--- src/rtl/arb_pkg.sv ---
package arb_pkg;

    // Control states of the arbiter
    typedef enum logic [1:0] {
        ST_IDLE  = 2'd0,
        ST_GRANT = 2'd1,
        ST_OWNED = 2'd2,
        ST_CLEAR = 2'd3
    } arb_state_e;

    // Ordering between competing request levels
    typedef enum logic {
        ORD_FIXED  = 1'b0,
        ORD_ROTATE = 1'b1
    } arb_order_e;

endpackage

--- src/rtl/arb_pick.sv ---
// Chooses the winning level among active requests.
module arb_pick
    import arb_pkg::*;
#(
    parameter int NLVL  = 4,
    parameter int LVL_W = 2
) (
    input  logic [NLVL-1:0]  req,
    input  arb_order_e       order,
    input  logic [LVL_W-1:0] ptr,
    output logic             win_vld,
    output logic [LVL_W-1:0] win_lvl
);

    always_comb begin
        int idx;
        win_vld = 1'b0;
        win_lvl = '0;
        idx     = 0;
        if (order == ORD_FIXED) begin
            // ascending scan: the last hit is the highest index
            for (int i = 0; i < NLVL; i++) begin
                if (req[i]) begin
                    win_vld = 1'b1;
                    win_lvl = LVL_W'(i);
                end
            end
        end else begin
            // descending distance from the pointer: the last hit is the nearest
            for (int k = NLVL-1; k >= 0; k--) begin
                idx = (int'(ptr) + k) % NLVL;
                if (req[LVL_W'(idx)]) begin
                    win_vld = 1'b1;
                    win_lvl = LVL_W'(idx);
                end
            end
        end
    end

    always_comb begin
        if (win_vld) begin
            assert (req[win_lvl])
                else $error("assert_winner_requests_R3: winner level not requesting");
        end
    end

endmodule

--- src/rtl/arb_clear.sv ---
// Decides whether a pending request outranks the current owner.
module arb_clear
    import arb_pkg::*;
#(
    parameter int NLVL  = 4,
    parameter int LVL_W = 2
) (
    input  logic [NLVL-1:0]  req,
    input  arb_order_e       order,
    input  logic [LVL_W-1:0] owner,
    output logic             beats
);

    always_comb begin
        beats = 1'b0;
        for (int i = 0; i < NLVL; i++) begin
            if (req[i] && (i != int'(owner))) begin
                if (order == ORD_ROTATE || i > int'(owner)) begin
                    beats = 1'b1;
                end
            end
        end
    end

endmodule

--- src/rtl/bus_arbiter4.sv ---
module bus_arbiter4
    import arb_pkg::*;
#(
    parameter int NLVL = 4
) (
    input  logic            clk,
    input  logic            rst_n,
    input  logic            order_rot_i,
    input  logic [NLVL-1:0] req_n_i,
    input  logic            busy_n_i,
    output logic [NLVL-1:0] grant_n_o,
    output logic            clear_n_o
);

    localparam int LVL_W = (NLVL > 1) ? $clog2(NLVL) : 1;

    arb_state_e       state_q, state_d;
    logic [LVL_W-1:0] lvl_q;
    logic [LVL_W-1:0] ptr_q;
    arb_order_e       order_q;

    logic [NLVL-1:0]  req;
    logic             busy;
    arb_order_e       order_live;
    logic             win_vld;
    logic [LVL_W-1:0] win_lvl;
    logic             beats;

    assign req        = ~req_n_i;
    assign busy       = ~busy_n_i;
    assign order_live = arb_order_e'(order_rot_i);

    arb_pick #(.NLVL(NLVL), .LVL_W(LVL_W)) u_pick (
        .req     (req),
        .order   (order_live),
        .ptr     (ptr_q),
        .win_vld (win_vld),
        .win_lvl (win_lvl)
    );

    arb_clear #(.NLVL(NLVL), .LVL_W(LVL_W)) u_clear (
        .req   (req),
        .order (order_q),
        .owner (lvl_q),
        .beats (beats)
    );

    // next-state decision
    always_comb begin
        state_d = state_q;
        unique case (state_q)
            ST_IDLE:  if (!busy && win_vld) state_d = ST_GRANT;
            ST_GRANT: if (busy)             state_d = ST_OWNED;
            ST_OWNED: begin
                if (!busy)      state_d = ST_IDLE;
                else if (beats) state_d = ST_CLEAR;
            end
            ST_CLEAR: if (!busy)            state_d = ST_IDLE;
        endcase
    end

    // state register
    always_ff @(posedge clk or negedge rst_n) begin
        if (!rst_n) state_q <= ST_IDLE;
        else        state_q <= state_d;
    end

    // grant level, rotation pointer and latched ordering
    always_ff @(posedge clk or negedge rst_n) begin
        if (!rst_n) begin
            lvl_q   <= '0;
            ptr_q   <= '0;
            order_q <= ORD_FIXED;
        end else if (state_q == ST_IDLE) begin
            order_q <= order_live;
            if (state_d == ST_GRANT) begin
                lvl_q <= win_lvl;
                if (order_live == ORD_ROTATE) begin
                    ptr_q <= (win_lvl == LVL_W'(NLVL-1)) ? '0 : win_lvl + LVL_W'(1);
                end
            end
        end
    end

    // outputs decoded from registered state
    always_comb begin
        grant_n_o = '1;
        if (state_q == ST_GRANT) grant_n_o[lvl_q] = 1'b0;
        clear_n_o = (state_q != ST_CLEAR);
    end

    // ---------------- assertions ----------------
    assert_one_grant_R2: assert property (@(posedge clk) disable iff (!rst_n)
        $onehot0(~grant_n_o));

    assert_no_grant_while_busy_R5: assert property (@(posedge clk) disable iff (!rst_n)
        (state_q == ST_IDLE && !busy_n_i) |=> (grant_n_o == '1));

    assert_grant_held_R6: assert property (@(posedge clk) disable iff (!rst_n)
        (grant_n_o != '1 && busy_n_i) |=> $stable(grant_n_o));

    assert_grant_dropped_R6: assert property (@(posedge clk) disable iff (!rst_n)
        (grant_n_o != '1 && !busy_n_i) |=> (grant_n_o == '1));

    assert_clear_needs_owner_R8: assert property (@(posedge clk) disable iff (!rst_n)
        $fell(clear_n_o) |-> $past(state_q == ST_OWNED && !busy_n_i));

    assert_clear_no_grant_R9: assert property (@(posedge clk) disable iff (!rst_n)
        !(!clear_n_o && grant_n_o != '1));

    assert_clear_released_R9: assert property (@(posedge clk) disable iff (!rst_n)
        (!clear_n_o && busy_n_i) |=> clear_n_o);

    assert_order_frozen_R10: assert property (@(posedge clk) disable iff (!rst_n)
        (state_q != ST_IDLE) |=> $stable(order_q));

endmodule

--- config.mk ---
export PLATFORM = sky130hd
export DESIGN_NAME = bus_arbiter4
export DESIGN_NICKNAME = d
export VERILOG_FILES = /design/src/rtl/arb_pkg.sv /design/src/rtl/arb_pick.sv /design/src/rtl/arb_clear.sv /design/src/rtl/bus_arbiter4.sv
export SDC_FILE = /design/constraint.sdc
export NUM_CORES = 1
export LEC_CHECK = 0
export BUFFER_PORTS_ARGS = -buffer_cell sky130_fd_sc_hd__buf_2
export CORE_AREA = 4 4 41 43
export DETAILED_ROUTE_END_ITERATION = 8
export DIE_AREA = 0 0 45 47
export PLACE_DENSITY = 0.64
export SLEW_MARGIN = 0
export SYNTH_ARGS = -nofsm -noshare
export SYNTH_HDL_FRONTEND = slang
export SYNTH_SLANG_ARGS = --single-unit
--- constraint.sdc ---
create_clock -name clk -period 1.7 [get_ports clk]
set_input_delay 0.17 -clock clk [delete_from_list [all_inputs] [get_ports clk]]
set_output_delay 0.17 -clock clk [all_outputs]
set_load 0.02 [all_outputs]
---- Word-level counts from Yosys, hierarchy flattened ----
Cells that the tools add are included.
cells by class
  $add $sub $neg .......................... 4
  $lt $le $gt $ge ......................... 9
  eq/ne operators ......................... 9
  muxes and demuxes ....................... 47
  bitwise gates (word level) .............. 2
  reduce and logical (&&, ||, !) cells .... 13
operators with widths
  operator                                                            number
  2-to-1 mux 1 bit                                                    27
  2-to-1 mux 2 bit                                                    13
  less-than comparator 2 x 4 -> 1 bit (second input constant)         4
  binary-select mux 1 bit (select 2 bit)                              4
  NOT 4 bit                                                           2
  one-hot mux 2 bit (4 select lines)                                  1
  == test 2 bit (second input constant)                               3
  logical AND 1 bit                                                   6
  adder 2 x 1 -> 2 bit (second input constant)                        2
  adder 2 bit (second input constant)                                 2
  == test 2 x 1 -> 1 bit (second input constant)                      2
  greater-than comparator 2 bit (first input constant)                2
  2-to-1 mux 4 bit                                                    1
  inequality test 2 bit (first input constant)                        2
  logical OR 1 bit                                                    3
  less-than comparator 2 x 3 -> 1 bit (second input constant)         1
  AND reduction 3 bit                                                 1
  demux 1 bit (select 2 bit)                                          1
  greater-or-equal comparator 2 x 1 -> 1 bit (second input constant)  1
  greater-than comparator 1 x 2 -> 1 bit (first input constant)       1
  logical NOT 2 bit                                                   1
  inequality test 1 x 2 -> 1 bit (first input constant)               1
  inequality test 2 bit (second input constant)                       1
  AND reduction 2 bit                                                 1
  nonzero test 2 bit                                                  1
storage, ports and cells
  register bits after elaboration ......... 7
  input port bits ......................... 8
  output and inout bits ................... 5
  word-level logic and storage cells ...... 88

---- Logic depth before layout (Yosys ltp) ----
Gate-level depths: netlist of the first run.
  word-level depth ........................ 14
  mapped depth ............................ 6
  mapped depth without buffers ............ 6

---- Modules after synthesis ----
From an unflattened synthesis of the first run, not the netlist that was laid out.
unflattened totals
  cell total of the unflattened synthesis .. 57
  area, all modules ....................... 500.5 um2
modules (own cells, without submodules)
  module        times used  cells an instance  area each (um2)
  bus_arbiter4  1           33                 359.1
  arb_pick      1           16                 95.1
  arb_clear     1           8                  46.3

---- Worst setup path after synthesis of the first run ----
No wires, ideal clock.
  path kind ............................... register to register
  start ................................... reg ptr_q[1]
  end ..................................... reg ptr_q[1]
  arrival time ............................ 1.525 ns
  slack ................................... 0.051 ns
  cell stages (with the launch flop) ...... 7
  buffers on the path ..................... 0
  clock period less this slack ............ 1.649 ns
  cells stage by stage .................... dfrtp_1 or2b_1 a21oi_2 o21ai_1 and2_1 ha_1 mux2_2
on the way
  elaborated cells on any way between the ends .. 33
  classes of those cells .................. add/sub (4); eq/ne (2); mux (25); reduce/logical (2)
RTL lines
  item                                                          RTL line            source
  start, declared                                               bus_arbiter4.sv:19  logic [LVL_W-1:0] ptr_q;
  start signal, assigned                                        bus_arbiter4.sv:79  ptr_q <= (win_lvl == LVL_W'(NLVL-1)) ? '0 : win_lvl + LVL_W'(1);
  adder 2 bit                                                   arb_pick.sv:31      idx = (int'(ptr) + k) % NLVL;
  binary-select mux 1 bit (select 2 bit)                        arb_pick.sv:32      if (req[LVL_W'(idx)]) begin
  2-to-1 mux 1 bit (implied by the code) (2 in series)          arb_pick.sv:32
  2-to-1 mux 2 bit (3 in series)                                arb_pick.sv:32
  2-to-1 mux 2 bit (*)                                          arb_pick.sv:32
  2-to-1 mux 2 bit (*)                                          arb_pick.sv:20      if (order == ORD_FIXED) begin
  via u_pick.win_lvl[0]                                         arb_pick.sv:12      output logic [LVL_W-1:0] win_lvl
  adder 2 x 1 -> 2 bit / == test 2 bit (equally long branches)  bus_arbiter4.sv:79
  2-to-1 mux 2 bit (*)                                          bus_arbiter4.sv:79
The timed path passes the listed nets; every way through them passes the cells marked *. The select of a mux whose other input is x is not followed.
A chain may end at the register's enable or synchronous reset.

---- Final worst setup path of the first run ----
Same ends and word-level chain as after synthesis.

==> results.cfg, run 1 <==
[critical_path]
cp_max_fo = 8
r2r_slack_ns = 0.0005
r2r_cells = 6
cp.arrival_ns = 1.83
critPathRequiredTime_ns = 1.84
reg2reg_from = ptr_q[1]
r2r_end = ptr_q[1]
critPathKind = register to register
endpoint_kind = register
cp-start-kind = register

[job]
max_cap_violations = 0

[final_layout]
drive_above_1_share = 0.333
final_area_um2 = 676
antenna_cells = 0
final_core_utilization = 0.519
synthToLayoutAreaGrowth_pct = 27.4
nets = 91
final_common_cell = buf_2
final_cell_mix = 12 x buf_2, 7 x o21ai_0, 6 x dfrtp_1, 5 x nor2_1, 5 x nand2_1

[place]
pre_cts_ws_ns = -0.0248
gp_congestion = 0.785
postPlaceCellArea_um2 = 627
numPortBuffers = 12
dp_hpwl_um = 925

[hold_path]
hold_depth = 2
hp-start = busy_n_i
hold_end = state_q[1]
min_path_type = input pin to register

[outcome]
outcome = completed

[routing]
drc = 0
num_vias = 515
wl_mm = 1.14
drtAntennaViolNets = 0
viasPerCell = 5.36
initialDrtViolationCount = 6
wire_per_inst_um = 11.9
dr.pass1.iters = 4

[timing]
fin_crit_sh = 1.00
period_needed_ns = 1.70
report.final.slew_viol_count = 0
rsz0062_at_grt = true
setup_viol = 0
fmax_mhz = 588
slew_headroom = 0.779
hold_viol = 0
setup-tns-final_ns = 0
worst_pin_slew_ns = 0.329
skew_ns = 0.00291
timing.final.ws_setup_ns = 0.000472
hold_slack_ns = 0.127

[cts]
cts_buffers = 3
clock_sinks = 7
cts_buffer_depth = 2
clk_latency_ns = 0.25
cts-root-buf = clkbuf_4
htreeDepth = 1
clk_pin_slew_ns = 0.05
cts_tree = done

[synthesis]
syn_avg_cell_area_um2 = 8.70
synth-seq-area-share = 0.330
synthesis.nets = 70
synthesis.area_um2 = 531
syn_inst = 61
synth_cell_type_count = 31
ys_warn_count = 0
ys_ff_latch = 7

[floorplan]
fp.dieArea_um2 = 2120
initial_core_util = 0.408
die_w_um = 45
core_um2 = 1300
placementRows = 13
die_h_um = 47
io_pins = 13

[power_and_ir_drop]
seqPwrFrac = 0.378
ir_worst_vdd_v = 0.000597
switching_share = 0.382
intPower_uw = 511
power_leakage_nw = 0.295
power.net_switching_uw = 316
clockPowerShare = 0.181
cellPowerDensity_nw_per_um2 = 1220
p_comb_frac = 0.441

[global_routing]
grt_max_degree = 10
track_usage = 0.128
top_usage_layer = met2
grt_first_pass_wirelength_mm = 1.97
grt_pass1_vias = 472
globalRouteMet3Util = 0.0460
antenna_found_initial = 0
globalRouteMet1Util = 0.159
overflow = 0
met2_usage = 0.212
## cell type report
type / instances / area, um2
flip-flops and latches: 7 / 176
multi-input cells: 52 / 350
fillers: 129 / 626
inverters: 1 / 3.75
well taps: 15 / 18.8
clock buffers: 4 / 26.3
repair buffers: 17 / 100
## per-layer routing
metal / vias to the layer above / wire, um
met5: - / 0
li1: 265 / -
met3: 2 / 61
met4: 0 / 11
met1: 237 / 536
met2: 11 / 534
## power groups by stage
stage,logic (mW),clock network (mW),registers (mW)
2_1_floorplan,0.260,0,0.282
3_3_place_gp,0.344,0,0.309
3_5_place_dp,0.351,0,0.313
4_1_cts,0.364,0.155,0.309
5_1_grt,0.414,0.166,0.330
6_report,0.365,0.150,0.312
## stage by stage
step	total power, mW	cells
after floorplan	0.543	61
after global placement	0.653	90
after detailed placement	0.664	90
after CTS	0.827	96
final	0.827	96
after global routing	0.909	96
## worst max-delay path, stage by stage (launching register included)
cell and delay, ns:
dfrtp_2 0.43, buf_4 0.14, a21bo_1 0.17, o2111ai_1 0.13, a22oi_2 0.19, ha_1 0.26, mux2_2 0.25
## cells in the mapped netlist (all sizes together)
| cell | number | area [um2] |
|---|---|---|
| ha | 1 | 12.5 |
| nor2b | 2 | 12.5 |
| and2 | 1 | 6.26 |
| and2b | 3 | 22.5 |
| or3b | 1 | 8.76 |
| nand4b | 1 | 8.76 |
| nand2 | 5 | 18.8 |
| o2111ai | 1 | 8.76 |
| nor2 | 5 | 18.8 |
| a21boi | 1 | 7.51 |
| a221oi | 1 | 8.76 |
| nor3 | 2 | 10.0 |
| nand2b | 2 | 12.5 |
| o21a | 1 | 7.51 |
| or2b | 3 | 22.5 |
| mux2 | 2 | 22.5 |
| a22oi | 1 | 12.5 |
| a21oi | 1 | 8.76 |
| nand3 | 2 | 10.0 |
| a22o | 1 | 8.76 |
| o31ai | 2 | 20.0 |
| nand4 | 2 | 12.5 |
| o21ai | 8 | 40.0 |
| clkbuf | 1 | 5.00 |
| and3b | 1 | 8.76 |
| dfrtp | 7 | 175 |
| inv | 1 | 3.75 |
| or3 | 1 | 6.26 |
| a21bo | 1 | 10.0 |
## sequential cells by signal, summed over array words and instances, names as in the netlist
signal   flops
lvl_q        2
ptr_q        2
order_q      1
state_q      2
## timing repair
| item | in CTS | in global routing |
|---|---|---|
| hold endpoints to repair | 7 | 0 |
| resized for setup | 0 | 2 |
| hold buffers | 1 | 0 |
| setup buffers | 1 | 0 |
| pin swaps | 2 | 1 |
| endpoints found under the setup margin | 1 | 2 |
## kinds of logic (layout without fill, tap and decap cells)
logic type / count (synthesis) / in the layout / synth area share
and+or+nand+nor: 31 / 31 / 0.337
DFF: 7 / 7 / 0.330
muxes: 2 / 2 / 0.0424
AOI/OAI and AO/OA: 18 / 18 / 0.250
buffers and inverters: 2 / 22 / 0.0165
adders and majority gates: 1 / 1 / 0.0236
## worst max-delay path by stage
| stage | startpoint | endpoint | slack [ns] | cells after the start |
|---|---|---|---|---|
| 2_1_floorplan | ptr_q[1] | ptr_q[1] | 0.05 | 6 |
| 4_1_cts | ptr_q[1] | ptr_q[1] | -0.03 | 6 |
| 3_5_place_dp | ptr_q[1] | ptr_q[1] | -0.02 | 6 |
| 3_3_place_gp | ptr_q[1] | ptr_q[1] | 0.01 | 6 |
| 5_1_grt | ptr_q[1] | ptr_q[1] | -0.1 | 6 |
| 6_report | ptr_q[1] | ptr_q[1] | 0.0005 | 6 |
Power figures use the tool's default switching activity.
==> inputs of run 2 (changes only) <==
--- a/config.mk
+++ b/config.mk
@@ -10,6 +10,7 @@
 export DETAILED_ROUTE_END_ITERATION = 8
 export DIE_AREA = 0 0 45 47
 export PLACE_DENSITY = 0.64
+export REMOVE_ABC_BUFFERS = 1
 export SLEW_MARGIN = 0
 export SYNTH_ARGS = -nofsm -noshare
 export SYNTH_HDL_FRONTEND = slang
==> run 2 against run 1 <==
  * Cell count up 4.2%
  * Register-to-register slack worse by 0.05 ns
  * Combinational power is 24% higher
  * The run now ends with setup timing left
  * Critical endpoint unchanged
  * Largest power group unchanged
  * Global-route usage shrank 0.31 points
==> results.cfg, run 2 (synthesized netlist as in run 1, its figures left out) <==
[outcome]
outcome = finished with violations
violations = setup timing

[routing]
drc = 0
viasPerCell = 5.51
dr.pass1.iters = 5
initialDrtViolationCount = 6
num_vias = 551
drtAntennaViolNets = 0
wl_mm = 1.27
wire_per_inst_um = 12.7

[power_and_ir_drop]
switching_share = 0.386
intPower_uw = 562
seqPwrFrac = 0.340
clockPowerShare = 0.165
power_leakage_nw = 0.321
ir_worst_vdd_v = 0.000583
power.net_switching_uw = 354
cellPowerDensity_nw_per_um2 = 1260
p_comb_frac = 0.495

[cts]
clk_pin_slew_ns = 0.06
cts_buffers = 3
cts_tree = done
clock_sinks = 7
clk_latency_ns = 0.25
cts-root-buf = clkbuf_4
cts_buffer_depth = 2
htreeDepth = 1

[floorplan]
fp.dieArea_um2 = 2120
initial_core_util = 0.408
io_pins = 13
die_w_um = 45
core_um2 = 1300
die_h_um = 47
placementRows = 13

[critical_path]
slowest_delay_ns = 0.44
critPathSlowestCell = dfrtp_2
critPathKind = register to register
critPathRequiredTime_ns = 1.84
cp.arrival_ns = 1.89
endpoint_kind = register
cp_max_fo = 7
cp-start-kind = register
crit_chain = buf_4, a21bo_1, o2111ai_2, a22oi_2, ha_1, mux2_2

[place]
dp_hpwl_um = 895
numPortBuffers = 12
gp_congestion = 0.820

[hold_path]
min_path_type = input pin to register

[timing]
period_needed_ns = 1.75
timing.final.ws_setup_ns = -0.0490
slew_headroom = 0.802
skew_ns = 0.00871
worst_pin_slew_ns = 0.295
hold_viol = 0
rsz0062_at_grt = true
fmax_mhz = 572
fin_crit_sh = 1.03
report.final.slew_viol_count = 0
setup_viol = 1
hold_slack_ns = 0.125

[final_layout]
final_cell_mix = 12 x buf_2, 8 x buf_4, 6 x o21ai_0, 6 x dfrtp_1
synthToLayoutAreaGrowth_pct = 37.0
drive_above_1_share = 0.424
final_common_cell = buf_2
reg.largest.list = lvl_q (2), ptr_q (2), state_q (2)
antenna_cells = 0
nets = 95
final_core_utilization = 0.559

[job]
max_cap_violations = 0

[global_routing]
track_usage = 0.125
grt_pass1_vias = 467
antenna_found_initial = 0
grt_max_degree = 10
grt_first_pass_wirelength_mm = 1.95
overflow = 0
run 2: critical path: cells and delay by family (launching register included):
kind	cells	cell delay [ns]
multiplexers	1	0.25
AO/OA/AOI/OAI	3	0.52
adder cells (fa/ha/maj)	1	0.26
flip-flops	1	0.44
buffers and inverters	1	0.16
run 2: layout make-up:
cell class | count | area, um2
multi-input cells | 52 | 370
well taps | 15 | 18.8
fillers | 124 | 574
repair buffers | 21 | 130
clock inverters | 1 | 5.00
inverters | 1 | 3.75
clock buffers | 3 | 22.5
flip-flops and latches | 7 | 176
run 2: path summary, 6_finish.rpt:
check                         start  depth (start not counted)    endpoint  slack (ns)
hold reg to reg             order_q                          2     order_q        0.57
setup reg to reg           ptr_q[1]                          6    ptr_q[1]       -0.05
min in group asynchronous     rst_n                          2    ptr_q[0]        0.27
max in group asynchronous     rst_n                          2    ptr_q[1]        1.26
hold / removal             busy_n_i                          2  state_q[1]        0.12
setup / recovery           ptr_q[1]                          6    ptr_q[1]       -0.05
run 2: metrics by stage:
stage	power [mW]	setup WS, ns	area (um2)	std cells	TNS (ns)
2_1_floorplan	0.535	0.0507	526	60	0
3_3_place_gp	0.637	0.000312	619	89	0
3_5_place_dp	0.642	-0.0200	619	89	-0.0200
4_1_cts	0.815	0.0131	666	95	0
5_1_grt	0.998	-0.0797	727	100	-0.0797
6_report	0.916	-0.0490	727	100	-0.0490
run 2: metal layers:
metal,GRT usage,wire [um]
met4,0.0585,7
met5,0,0
met2,0.201,653
met3,0.0268,65
met1,0.162,541
run 2: timing repair:
action,CTS,global route
hold buffers,1,0
endpoints found under the setup margin,1,2
buffers inserted,1,5
hold endpoints to repair,7,0
pin swaps,1,4
resized for setup,1,6
run 2: power groups by stage:
stage	Clock (mW)	Combinational, mW	Sequential, mW
floorplan	0	0.241	0.294
global placement	0	0.325	0.311
detailed placement	0	0.330	0.312
CTS	0.154	0.354	0.306
global route	0.168	0.505	0.325
finish	0.151	0.453	0.312
